$ cat config.mk
export PLATFORM = sky130hd
export DESIGN_NAME = ddr_wtg_guard
export DESIGN_NICKNAME = d
export VERILOG_FILES = /design/src/rtl/ddr_wtg_pkg.sv /design/src/rtl/ddr_wtg_burst_track.sv /design/src/rtl/ddr_wtg_bank.sv /design/src/rtl/ddr_wtg_guard.sv
export SDC_FILE = /design/constraint.sdc
export NUM_CORES = 1
export LEC_CHECK = 0
export BUFFER_PORTS_ARGS = -buffer_cell sky130_fd_sc_hd__buf_2
export CORE_ASPECT_RATIO = 1.4
export CORE_MARGIN = 2
export CORE_UTILIZATION = 65
export CTS_CLUSTER_SIZE = 16
export DETAILED_ROUTE_END_ITERATION = 8
export PLACE_DENSITY = 0.82
export SLEW_MARGIN = 20
export SYNTH_ARGS = -nofsm -noshare
export SYNTH_HDL_FRONTEND = slang
export SYNTH_SLANG_ARGS = --single-unit
$ cat constraint.sdc
create_clock -name clk -period 7.85 [get_ports clk]
set_clock_uncertainty 0.15 [all_clocks]
set_input_delay 1.57 -clock clk [delete_from_list [all_inputs] [get_ports clk]]
set_output_delay 1.57 -clock clk [all_outputs]
set_load 0.01 [all_outputs]
$ cat src/rtl/ddr_wtg_pkg.sv
`timescale 1ns/1ps
package ddr_wtg_pkg;
  typedef enum logic [1:0] {
    CMD_WR  = 2'd0,
    CMD_RD  = 2'd1,
    CMD_PRE = 2'd2,
    CMD_ACT = 2'd3
  } cmd_e;

  // burst-length code to number of data pairs
  function automatic logic [2:0] bl_pairs(input logic [1:0] code);
    case (code)
      2'd0:    bl_pairs = 3'd1;
      2'd1:    bl_pairs = 3'd2;
      default: bl_pairs = 3'd4;
    endcase
  endfunction
endpackage

$ cat src/rtl/ddr_wtg_burst_track.sv
`timescale 1ns/1ps
module ddr_wtg_burst_track #(
  parameter int SAT = 12,
  parameter int SW  = $clog2(SAT + 1)
) (
  input  logic          clk,
  input  logic          rst_n,
  input  logic          load,
  input  logic [2:0]    load_pairs,
  input  logic          clear,
  output logic          seen,
  output logic [SW-1:0] since,
  output logic [2:0]    pairs
);
  // cycles since the last loaded write, saturating at SAT
  always_ff @(posedge clk or negedge rst_n) begin
    if (!rst_n) begin
      seen  <= 1'b0;
      since <= '0;
      pairs <= '0;
    end else if (load) begin
      seen  <= 1'b1;
      since <= SW'(1);
      pairs <= load_pairs;
    end else begin
      if (clear) seen <= 1'b0;
      if (seen && since != SW'(SAT)) since <= since + SW'(1);
    end
  end
endmodule

$ cat src/rtl/ddr_wtg_bank.sv
`timescale 1ns/1ps
module ddr_wtg_bank #(
  parameter int T_WR = 3,
  parameter int T_RP = 3,
  parameter int SAT  = 12,
  parameter int SW   = $clog2(SAT + 1)
) (
  input  logic          clk,
  input  logic          rst_n,
  input  logic          wr_hit,
  input  logic          wr_ap,
  input  logic [2:0]    wr_pairs,
  input  logic          pre_hit,
  output logic          busy,
  output logic          seen,
  output logic [SW-1:0] since,
  output logic [2:0]    pairs
);
  localparam int BLK_MAX = 4 + T_WR + T_RP;
  localparam int BKW     = $clog2(BLK_MAX + 1);

  logic [BKW-1:0] blk;

  ddr_wtg_burst_track #(.SAT(SAT), .SW(SW)) u_trk (
    .clk(clk), .rst_n(rst_n),
    .load(wr_hit), .load_pairs(wr_pairs), .clear(pre_hit),
    .seen(seen), .since(since), .pairs(pairs)
  );

  // one blocking counter: precharge period, or auto-precharge close-out
  always_ff @(posedge clk or negedge rst_n) begin
    if (!rst_n)
      blk <= '0;
    else if (pre_hit)
      blk <= BKW'(T_RP - 1);
    else if (wr_hit && wr_ap)
      blk <= BKW'(wr_pairs) + BKW'(T_WR + T_RP - 1);
    else if (blk != '0)
      blk <= blk - BKW'(1);
  end

  assign busy = (blk != '0);
endmodule

$ cat src/rtl/ddr_wtg_guard.sv
`timescale 1ns/1ps
module ddr_wtg_guard
  import ddr_wtg_pkg::*;
#(
  parameter int NB    = 4,
  parameter int T_WTR = 2,
  parameter int T_WR  = 3,
  parameter int T_RP  = 3,
  parameter int BA_W  = $clog2(NB)
) (
  input  logic            clk,
  input  logic            rst_n,
  input  logic            cmd_valid,
  input  logic [1:0]      cmd_type,
  input  logic [BA_W-1:0] cmd_bank,
  input  logic [1:0]      cmd_bl,
  input  logic            cmd_ap,
  output logic            cmd_ready,
  output logic            cmd_clean,
  output logic            trunc_pulse,
  output logic [2:0]      trunc_pairs
);
  localparam int SAT = 4 + T_WR + T_WTR + 1;
  localparam int SW  = $clog2(SAT + 1);

  cmd_e          ctype;
  logic          acc;
  logic [2:0]    new_pairs;
  logic          g_seen;
  logic [SW-1:0] g_since;
  logic [2:0]    g_pairs;
  logic          b_busy  [NB];
  logic          b_seen  [NB];
  logic [SW-1:0] b_since [NB];
  logic [2:0]    b_pairs [NB];
  logic          clean_c;
  int            n_c;

  assign ctype     = cmd_e'(cmd_type);
  assign new_pairs = bl_pairs(cmd_bl);
  assign cmd_ready = !b_busy[cmd_bank];
  assign acc       = cmd_valid && cmd_ready;

  // shared data bus: last write in any bank
  ddr_wtg_burst_track #(.SAT(SAT), .SW(SW)) u_bus (
    .clk(clk), .rst_n(rst_n),
    .load(acc && ctype == CMD_WR), .load_pairs(new_pairs),
    .clear(acc && ctype == CMD_RD),
    .seen(g_seen), .since(g_since), .pairs(g_pairs)
  );

  for (genvar g = 0; g < NB; g++) begin : g_bank
    ddr_wtg_bank #(.T_WR(T_WR), .T_RP(T_RP), .SAT(SAT), .SW(SW)) u_bank (
      .clk(clk), .rst_n(rst_n),
      .wr_hit(acc && ctype == CMD_WR && cmd_bank == BA_W'(g)),
      .wr_ap(cmd_ap), .wr_pairs(new_pairs),
      .pre_hit(acc && ctype == CMD_PRE && cmd_bank == BA_W'(g)),
      .busy(b_busy[g]), .seen(b_seen[g]),
      .since(b_since[g]), .pairs(b_pairs[g])
    );
  end

  // classify the presented command as clean or truncating
  always_comb begin
    int s, p;
    clean_c = 1'b1;
    n_c     = 0;
    s       = 0;
    p       = 0;
    case (ctype)
      CMD_WR: begin
        s = int'(g_since);
        p = int'(g_pairs);
        if (g_seen && s < p) begin
          clean_c = 1'b0;
          n_c     = s;
        end
      end
      CMD_RD: begin
        s = int'(g_since);
        p = int'(g_pairs);
        if (g_seen && s < p + T_WTR) begin
          clean_c = 1'b0;
          n_c     = (s > T_WTR) ? s - T_WTR : 0;
        end
      end
      CMD_PRE: begin
        s = int'(b_since[cmd_bank]);
        p = int'(b_pairs[cmd_bank]);
        if (b_seen[cmd_bank] && s < p + T_WR) begin
          clean_c = 1'b0;
          n_c     = (s > T_WR) ? s - T_WR : 0;
        end
      end
      default: ;
    endcase
  end

  assign cmd_clean   = clean_c;
  assign trunc_pulse = acc && !clean_c;
  assign trunc_pairs = 3'(n_c);
endmodule

-- Word-level counts from Yosys, hierarchy flattened
Cells that the tools add are included.
- register bits after elaboration: 56
- bits in latches: 0
- RAM bits: 0
- bits in read-only memories: 0
- input bits: 10
- output and inout port bits: 6
- word-level logic and storage cells: 154
- memories kept: 0
- add/subtract/negate cells: 14
- multipliers: 0
- divide/modulo/power cells: 0
- order comparisons: 6
- equal/unequal tests: 11
- shifts and indexed selects: 0
- multiplexer cells: 55
- bitwise gates (word level): 1
- reductions and logical operators: 48
- operator list (cell ; count):
    $mux W4 ; 24
    $logic_and A1 B1 Y1 ; 25
    $mux W3 ; 7
    $add A4 B1 Y4 const B ; 5
    $ne A4 B4 Y1 const B ; 5
    $reduce_bool A2 Y1 ; 10
    $mux W1 ; 17
    $reduce_bool A4 Y1 ; 4
    $sub A4 B1 Y4 const B ; 4
    $reduce_bool A3 Y1 ; 4
    $pmux W3 S3 ; 1
    $add A3 B2 Y4 const B ; 2
    $bmux W4 S2 ; 1
    $gt A4 B2 Y1 const B ; 2
    $lt A4 B4 Y1 ; 2
    $bmux W3 S2 ; 1
    $eq A2 B1 Y1 const B ; 3
    $eq A2 B2 Y1 const B ; 3
    $logic_not A2 Y1 ; 3
    $pmux W3 S2 ; 1
    $sub A3 B2 Y3 const B ; 2
    $add A3 B3 Y4 const B ; 1
    $bmux W1 S2 ; 2
    $lt A4 B3 Y1 ; 1
    other kinds (4) ; 5

-- Longest topological paths before layout
Gate-level depths: netlist of run 1.
- depth after elaboration: 11
- mapped depth: 12
- depth with buffers taken out: 10

-- Modules after synthesis
Synthesis of run 1 repeated with hierarchy kept, for this count alone.
- cells, all modules: 353
- area total of the unflattened synthesis: 3693.5 sq um
- modules (own cells, without submodules) (module ; instances ; cells an instance ; area each (sq um) ; seq. area each (sq um)):
    ddr_wtg_burst_track ; 5 ; 32 ; 374.1 ; 200.2
    ddr_wtg_bank ; 4 ; 28 ; 266.5 ; 100.1
    ddr_wtg_guard ; 1 ; 81 ; 757.0 ; 0.0

-- Worst setup path before layout of run 1
Ideal clock, no wire load.
- path kind: in2out
- start: input cmd_bank[0]
- end: output trunc_pairs[1]
- arrival: 3.912 ns
- data required time: 6.130 ns
- slack: 2.218 ns
- stages on the path: 12
- buffers on the path: 2
- cell sequence: buf_6 -> buf_2 -> mux4_2 -> inv_1 -> ha_1 -> xor2_1 -> ha_1 -> a21o_1 -> a21oi_1 -> and3_1 -> o2111ai_2 -> o221ai_1
- cells in the longest elaborated chain, start to end: 9
- elaborated cells between the ends (all ways): 18
- classes of those cells: add/sub (2); order compare (2); mux (12); bitwise (1); reduce/logical (1)
- ends and longest elaborated chain (item ; RTL line ; RTL):
    start, declared ; ddr_wtg_guard.sv:15 ; input logic [BA_W-1:0] cmd_bank,
    $not A2 Y3 (not written as such) * ; ddr_wtg_guard.sv:88, ddr_wtg_guard.sv:89, ddr_wtg_guard.sv:90 ;
    $bmux W3 S2 ; ddr_wtg_guard.sv:89 ; p = int'(b_pairs[cmd_bank]);
    $mux W3 (not written as such) (2 in series) ; ddr_wtg_guard.sv:89 ;
    $add A3 B2 Y4 ; ddr_wtg_guard.sv:90 ; if (b_seen[cmd_bank] && s < p + T_WR) begin
    $lt A4 B4 Y1 ; ddr_wtg_guard.sv:90 ;
    $logic_and A1 B1 Y1 ; ddr_wtg_guard.sv:90 ;
    $mux W3 * ; ddr_wtg_guard.sv:90 ;
    $pmux W3 S3 * ; ddr_wtg_guard.sv:70 ; case (ctype)
    end, declared ; ddr_wtg_guard.sv:21 ; output logic [2:0] trunc_pairs
Every way passes the cells marked *; elsewhere a longest branch is shown, timed or not. The select of a mux whose other input is x is not followed.

-- Final worst setup path of run 1
- start: input cmd_bank[0]
- end: output trunc_pairs[2]
The elaborated chain is that of the path after synthesis.

==> qor.yml, run 1 <==
switching_share: 0.406
fin_crit_sh: 0.759
synth_top_family_by_area: "simple AND/OR/NAND/NOR gates"
areaGrowthSynthToFinish_pct: 6.36
antenna_found_initial: 0
ys_ff_latch: 56
pwr-share-clk: 0.141
path_class: "in2out"
syn_inst: 347
coreArea_um2: 5160
vias: 2628
synthSimpleGateAreaFrac: 0.169
clock_latency_ns: 0.31
run_status: "finished, final reports clean"
n_fill_cell: 386
period_needed_ns: 5.95
avgRoutedWirePerCell_um: 17.5
hp-class: "reg2reg"
fin_nets: 398
grt_use_total: 0.275
drc_errors: 0
synth_largest_area_cell: "dfrtp_1"
rsz0062_at_grt: "no"
powerDensity_nw_per_um2: 365
via_per_inst: 6.14
synthFlopType: "dfrtp_1"
synth_fp_nets: 384
die_x_um: 65.5
synth-xor-area-share: 0.0458
maxCapViolCount: 0
cts_sinks: 56
worst_slew_pin_slew_ns: 0.713
drtAntennaViolNets: 0
n_antenna_cell: 0
fmax_mhz: 168
start_util: 0.667
postCtsHoldBufs: 0
row_count: 31
avgSynthCellArea_um2: 9.92
clk_pin_slew_ns: 0.09
slew_violations: 0
power_switching_uw: 542
root_buffer: "clkbuf_8"
drt_iter0_drc: 159
grt_max_degree: 57
wirelength_mm: 7.47
grt_overflow: 0
p_total_mw: 1.34
muxShareOfSynthArea: 0.0967
async_flop_share: 1.00
grt_pass1_vias: 2758
drive_above_1_share: 0.141
synth.distinct_cells: 47
htreeDepth: 2
cts_tree: "yes"
design.die.area_um2: 5900
p_seq_frac: 0.414
yosysWarnings: 0
post_cts_buffers: 0
crit_chain: "buf_2 > mux4_2 > inv_1 > ha_1 > xor2_1 > ha_1 > a21o_1 > a21oi_1 > and3_1 > o2111ai_2 > o221ai_1 > buf_2"
path_buf_inv: 3
drtPass1Iterations: 4
slowest_delay_ns: 0.60
grt_pass1_wl_mm: 12.5
internal-power_uw: 793
power_frac_comb: 0.444
p_leak_nw: 1.65
vdd_drop_max_uv: 188
synth_area_leaders: "dfrtp_1, ha_1, mux4_2, inv_1, o21ai_0"
netlist.area_leader.share: 0.407
finalHoldViolations: 0
dpl.hpwl_mm: 5.45
start_kind: "input pin"
crit_slowest_cell: "mux4_2"
dieHeight_um: 90.1
setup_viol: 0
io_buffers: 15
arrival_ns: 4.23
cpLargestDelayFamily: "compound AO/OA/AOI/OAI gates"
cp.required_ns: 6.13
fin_tns_setup_ns: 0
post_cts_resized: 0
globalplace.congestion: 0.820
cts_buffers: 5
cp-end-kind: "output port"
yosysSeqAreaShare: 0.407
syn_area_um2: 3440
synth_compound_area_frac: 0.129
relSlewSlack: 0.525
synth_edf_count: 0
crit_fanout: 15
num_io_pins: 16
clock_path_buffers: 2
synth-adder-area-share: 0.0982
[cells in the final DEF (no fill, tap or decap), drive strengths merged, types with 5 or more instances in the layout]
cell type / Yosys / routed
inv: 35 / 35
xor2: 6 / 6
clkbuf: 3 / 6
nor3: 8 / 8
nand2b: 5 / 5
mux4: 9 / 9
mux2: 8 / 8
dfrtp: 56 / 56
o21ai: 26 / 26
a21oi: 15 / 15
nor3b: 5 / 5
o221ai: 5 / 5
nand4: 7 / 7
nand2: 31 / 31
ha: 27 / 27
xnor2: 12 / 12
nand3: 8 / 8
nor2: 34 / 34
buf: 6 / 16
[worst min-delay path, delay by kind of cell (launching register included)]
family,cells,cell delay (ns)
flip-flops,1,0.35
AND/OR/NAND/NOR,1,0.05
AO/OA/AOI/OAI,1,0.06
[cells by family (layout without fill, tap and decap cells)]
kind of cell	count (synthesis)	after routing
compound gates	69	69
xor+xnor	18	18
buf+inv	44	59
simple gates	112	112
fa+ha+maj	27	27
flops	56	56
mux	21	21
[layer usage]
metal	part of all wire	global-route usage	wire length, um	vias up
li1	-	-	-	1252
met3	0.031	0.0388	228	13
met4	0.017	0.104	128	0
met5	0	0	0	-
met2	0.55	0.497	4100	51
met1	0.40	0.321	3010	1312
[metrics by stage]
| stage | util | instances | hold slack, ns | cell area [um^2] | worst slack (ns) |
|---|---|---|---|---|---|
| 2_1_floorplan | - | 347 | 0.295 | 3440 | 2.22 |
| 3_3_place_gp | 0.689 | 420 | 0.307 | 3550 | 2.09 |
| 3_5_place_dp | 0.689 | 420 | 0.316 | 3550 | 1.95 |
| 4_1_cts | 0.709 | 428 | 0.338 | 3660 | 1.92 |
| 5_1_grt | 0.709 | 428 | 0.382 | 3660 | 1.72 |
| 6_report | 0.709 | 428 | 0.337 | 3660 | 1.90 |
[power groups by stage]
| stage | clock network (mW) | registers (mW) | logic [mW] |
|---|---|---|---|
| 2_1_floorplan | 0 | 0.510 | 0.479 |
| 3_3_place_gp | 0 | 0.547 | 0.552 |
| 3_5_place_dp | 0 | 0.553 | 0.586 |
| 4_1_cts | 0.187 | 0.551 | 0.597 |
| 5_1_grt | 0.197 | 0.569 | 0.679 |
| 6_report | 0.189 | 0.553 | 0.593 |
[sequential cells by signal (all words and copies together), names as in the netlist]
register,count
u_bus.since,4
g_bank.u_bank.u_trk.pairs,12
u_bus.pairs,3
g_bank.u_bank.u_trk.since,16
u_bus.seen,1
g_bank.u_bank.blk,16
g_bank.u_bank.u_trk.seen,4
[cell type report]
class	count	area [um^2]	area share
well taps	66	82.6	0.0226
flip-flops and latches	56	1400	0.383
multi-input cells	247	1850	0.507
inverters	35	131	0.0359
repair buffers	16	82.6	0.0226
clock inverters	2	35.0	0.00957
clock buffers	6	72.6	0.0198
[path summary, 6_finish.rpt]
kind | start | endpoint | cells after the start | slack, ns
min in group asynchronous | rst_n | g_bank[0].u_bank.u_trk.since[0]$_DFFE_PN0P_ | 2 | 1.23
min | g_bank[2].u_bank.u_trk.pairs[0]$_DFFE_PN0P_ | g_bank[2].u_bank.u_trk.pairs[0]$_DFFE_PN0P_ | 2 | 0.34
max reg2reg | g_bank[3].u_bank.blk[0]$_DFFE_PN0P_ | g_bank[3].u_bank.u_trk.pairs[0]$_DFFE_PN0P_ | 7 | 5.14
max | cmd_bank[0] | trunc_pairs[2] | 12 | 1.90
min reg2reg | g_bank[2].u_bank.u_trk.pairs[0]$_DFFE_PN0P_ | g_bank[2].u_bank.u_trk.pairs[0]$_DFFE_PN0P_ | 2 | 0.34
max in group asynchronous | rst_n | g_bank[2].u_bank.blk[0]$_DFFE_PN0P_ | 2 | 5.85
[Yosys cell counts (3+ instances only)]
cell type and instances:
nor2_1 33, nand2_1 31, nand3_1 7, ha_1 27, dfrtp_1 56, xnor2_1 12
or3_1 4, mux2_2 8, o211ai_1 4, a21oi_1 15, nor3b_2 3, inv_1 35
o221ai_1 5, buf_2 4, mux4_2 9, o32a_1 4, a21o_1 3, nor3_1 8
o21ai_0 25, nor2b_1 3, xor2_1 6, nand2b_1 5, nand4_1 6, clkbuf_1 3
mux2i_1 4
No activity file was read; power rests on OpenSTA's default activity.
==> inputs of run 2 (changes only) <==
Settings changed: CORE_UTILIZATION 65 to 56, PLACE_DENSITY 0.82 to 0.75.
Clock period 7.85 ns to 5 ns, I/O delays scaled along.
==> qor.yml, run 2 (synthesized netlist as in run 1, its figures left out) <==
clk_pin_slew_ns: 0.09  # about the same
powerDensity_nw_per_um2: 557  # was 365 nW/um^2
fin_tns_setup_ns: 0  # unchanged
coreArea_um2: 5900  # was 5160 um^2
postCtsHoldBufs: 0  # unchanged
run_status: "finished, final reports clean"  # unchanged
worstSetupStartpoint: "cmd_bank[0]"  # unchanged
post_cts_buffers: 0  # unchanged
reg_top3: "g_bank.u_bank.blk (16), g_bank.u_bank.u_trk.since (16), g_bank.u_bank.u_trk.pairs (12)"  # unchanged
fmax_mhz: 218
p_leak_nw: 1.65  # about the same
regToRegSetupSlack_ns: 2.25  # was 5.14 ns
via_per_inst: 6.02  # was 6.14
htreeDepth: 2  # unchanged
drc_errors: 0  # unchanged
r2r-start: "g_bank[3].u_bank.blk[0]$_DFFE_PN0P_"  # unchanged
hold_start: "u_bus.pairs[0]$_DFFE_PN0P_"  # was g_bank[2].u_bank.u_trk.pairs[0]$_DFFE_PN0P_
clock_path_buffers: 2  # unchanged
switching_share: 0.406  # about the same
cts_buffers: 5  # unchanged
grt_overflow: 0  # unchanged
vias: 2607  # was 2628
power_switching_uw: 827  # was 542 uW
globalplace.congestion: 0.847  # was 0.820
setup_viol: 0  # unchanged
start_kind: "input pin"  # unchanged
antenna_found_initial: 0  # unchanged
path_class: "in2out"  # unchanged
root_buffer: "clkbuf_8"  # unchanged
drtAntennaViolNets: 0  # unchanged
maxCapViolCount: 0  # unchanged
cp-end-kind: "output port"  # unchanged
post_cts_resized: 0  # unchanged
fin_nets: 399  # was 398
start_util: 0.583  # was 0.667
p_total_mw: 2.04  # was 1.34 mW
vdd_drop_max_uv: 242  # was 188 uV
hp-class: "reg2reg"  # unchanged
power_frac_comb: 0.452  # was 0.444
worst_slew_pin_slew_ns: 0.718  # was 0.713 ns
n_fill_cell: 519  # was 386
layout_common_cells: "dfrtp_1, inv_1, nor2_1"  # unchanged
final_common_cell: "dfrtp_1"  # unchanged
period_needed_ns: 4.58
grt_pass1_wl_mm: 12.6  # was 12.5 mm
areaGrowthSynthToFinish_pct: 6.22  # was 6.36%
relSlewSlack: 0.521  # was 0.525
cts_tree: "yes"  # unchanged
num_io_pins: 16  # unchanged
cp.required_ns: 3.85  # was 6.13 ns
crit_fanout: 7  # was 15
drt_iter0_drc: 83  # was 159
cts_sinks: 56  # unchanged
rsz0062_at_grt: "no"  # unchanged
design.die.area_um2: 6800  # was 5900 um^2
finalHoldViolations: 0  # unchanged
io_buffers: 15  # unchanged
drive_above_1_share: 0.140  # was 0.141
n_antenna_cell: 0  # unchanged
grt_pass1_vias: 2662  # was 2758
slowest_delay_ns: 0.56  # was 0.60 ns
pwr-share-clk: 0.126  # was 0.141
avgRoutedWirePerCell_um: 16.7  # was 17.5 um
p_seq_frac: 0.422  # was 0.414
internal-power_mw: 1.21  # was 793 uW
fin_crit_sh: 0.916
die_x_um: 70.2  # was 65.5 um
slew_violations: 0  # unchanged
arrival_ns: 3.43  # was 4.23 ns
dieHeight_um: 96.7  # was 90.1 um
dpl.hpwl_mm: 5.58  # was 5.45 mm
drtPass1Iterations: 4  # unchanged
grt_max_degree: 57  # unchanged
grt_use_total: 0.232  # was 0.275
crit_chain: "buf_2 > mux4_2 > inv_1 > ha_1 > xor2_1 > ha_1 > a21o_1 > a21oi_1 > and3_1 > o2111ai_2 > o221ai_1 > buf_2"  # unchanged
crit_slowest_cell: "mux4_2"  # unchanged
clock_latency_ns: 0.31  # about the same
row_count: 33  # was 31
wirelength_mm: 7.25  # was 7.47 mm
## run 2: cell type report
| cell class | instances | area (um^2) | area share |
|---|---|---|---|
| clock buffers | 8 | 90.1 | 0.0246 |
| inverters | 35 | 131 | 0.0359 |
| multi-input cells | 247 | 1850 | 0.507 |
| flip-flops and latches | 56 | 1400 | 0.383 |
| well taps | 70 | 87.6 | 0.0240 |
| repair buffers | 17 | 90.1 | 0.0246 |
## run 2: metrics by stage
| step | hold WS, ns | util | area [um^2] | worst slack (ns) | cells |
|---|---|---|---|---|---|
| 2_1_floorplan | 0.295 | - | 3440 | 0.508 | 347 |
| 3_3_place_gp | 0.314 | 0.604 | 3560 | 0.514 | 425 |
| 3_5_place_dp | 0.333 | 0.604 | 3560 | 0.431 | 425 |
| 4_1_cts | 0.354 | 0.619 | 3650 | 0.423 | 433 |
| 5_1_grt | 0.378 | 0.619 | 3650 | 0.274 | 433 |
| 6_report | 0.355 | 0.619 | 3650 | 0.421 | 433 |
## run 2: path summary, 6_finish.rpt
path,depth (start not counted),to
worst max-delay path,12,trunc_pairs[2]
worst min-delay path,2,u_bus.pairs[0]$_DFFE_PN0P_
worst max register to register,7,g_bank[3].u_bank.u_trk.pairs[2]$_DFFE_PN0P_
worst min register to register,2,u_bus.pairs[0]$_DFFE_PN0P_
max in group asynchronous,2,g_bank[0].u_bank.blk[2]$_DFFE_PN0P_
min in group asynchronous,2,g_bank[0].u_bank.u_trk.since[1]$_DFFE_PN0P_
## run 2: worst max-delay path, delay by kind of cell
family                   cells  cell delay [ns]
XOR/XNOR                     1             0.16
AND/OR/NAND/NOR              1             0.20
AO/OA/AOI/OAI                4             0.66
buffers and inverters        3             0.43
adder cells (fa/ha/maj)      2             0.41
multiplexers                 1             0.56
## run 2: per-layer routing
layer  vias to the layer above  share of wire  global-route usage
met1                      1296           0.43               0.297
met5                         -              0                   0
met2                        47           0.53               0.396
met4                         0          0.021              0.0962
met3                        13          0.024              0.0260
li1                       1251              -                   -
## run 2: power by group through the flow
stage | sequential (mW) | clock, mW | combinational (mW)
after CTS | 0.858 | 0.263 | 0.928
after floorplan | 0.801 | 0 | 0.752
after global placement | 0.857 | 0 | 0.871
final | 0.860 | 0.256 | 0.921
after detailed placement | 0.865 | 0 | 0.923
after global routing | 0.894 | 0.278 | 1.07
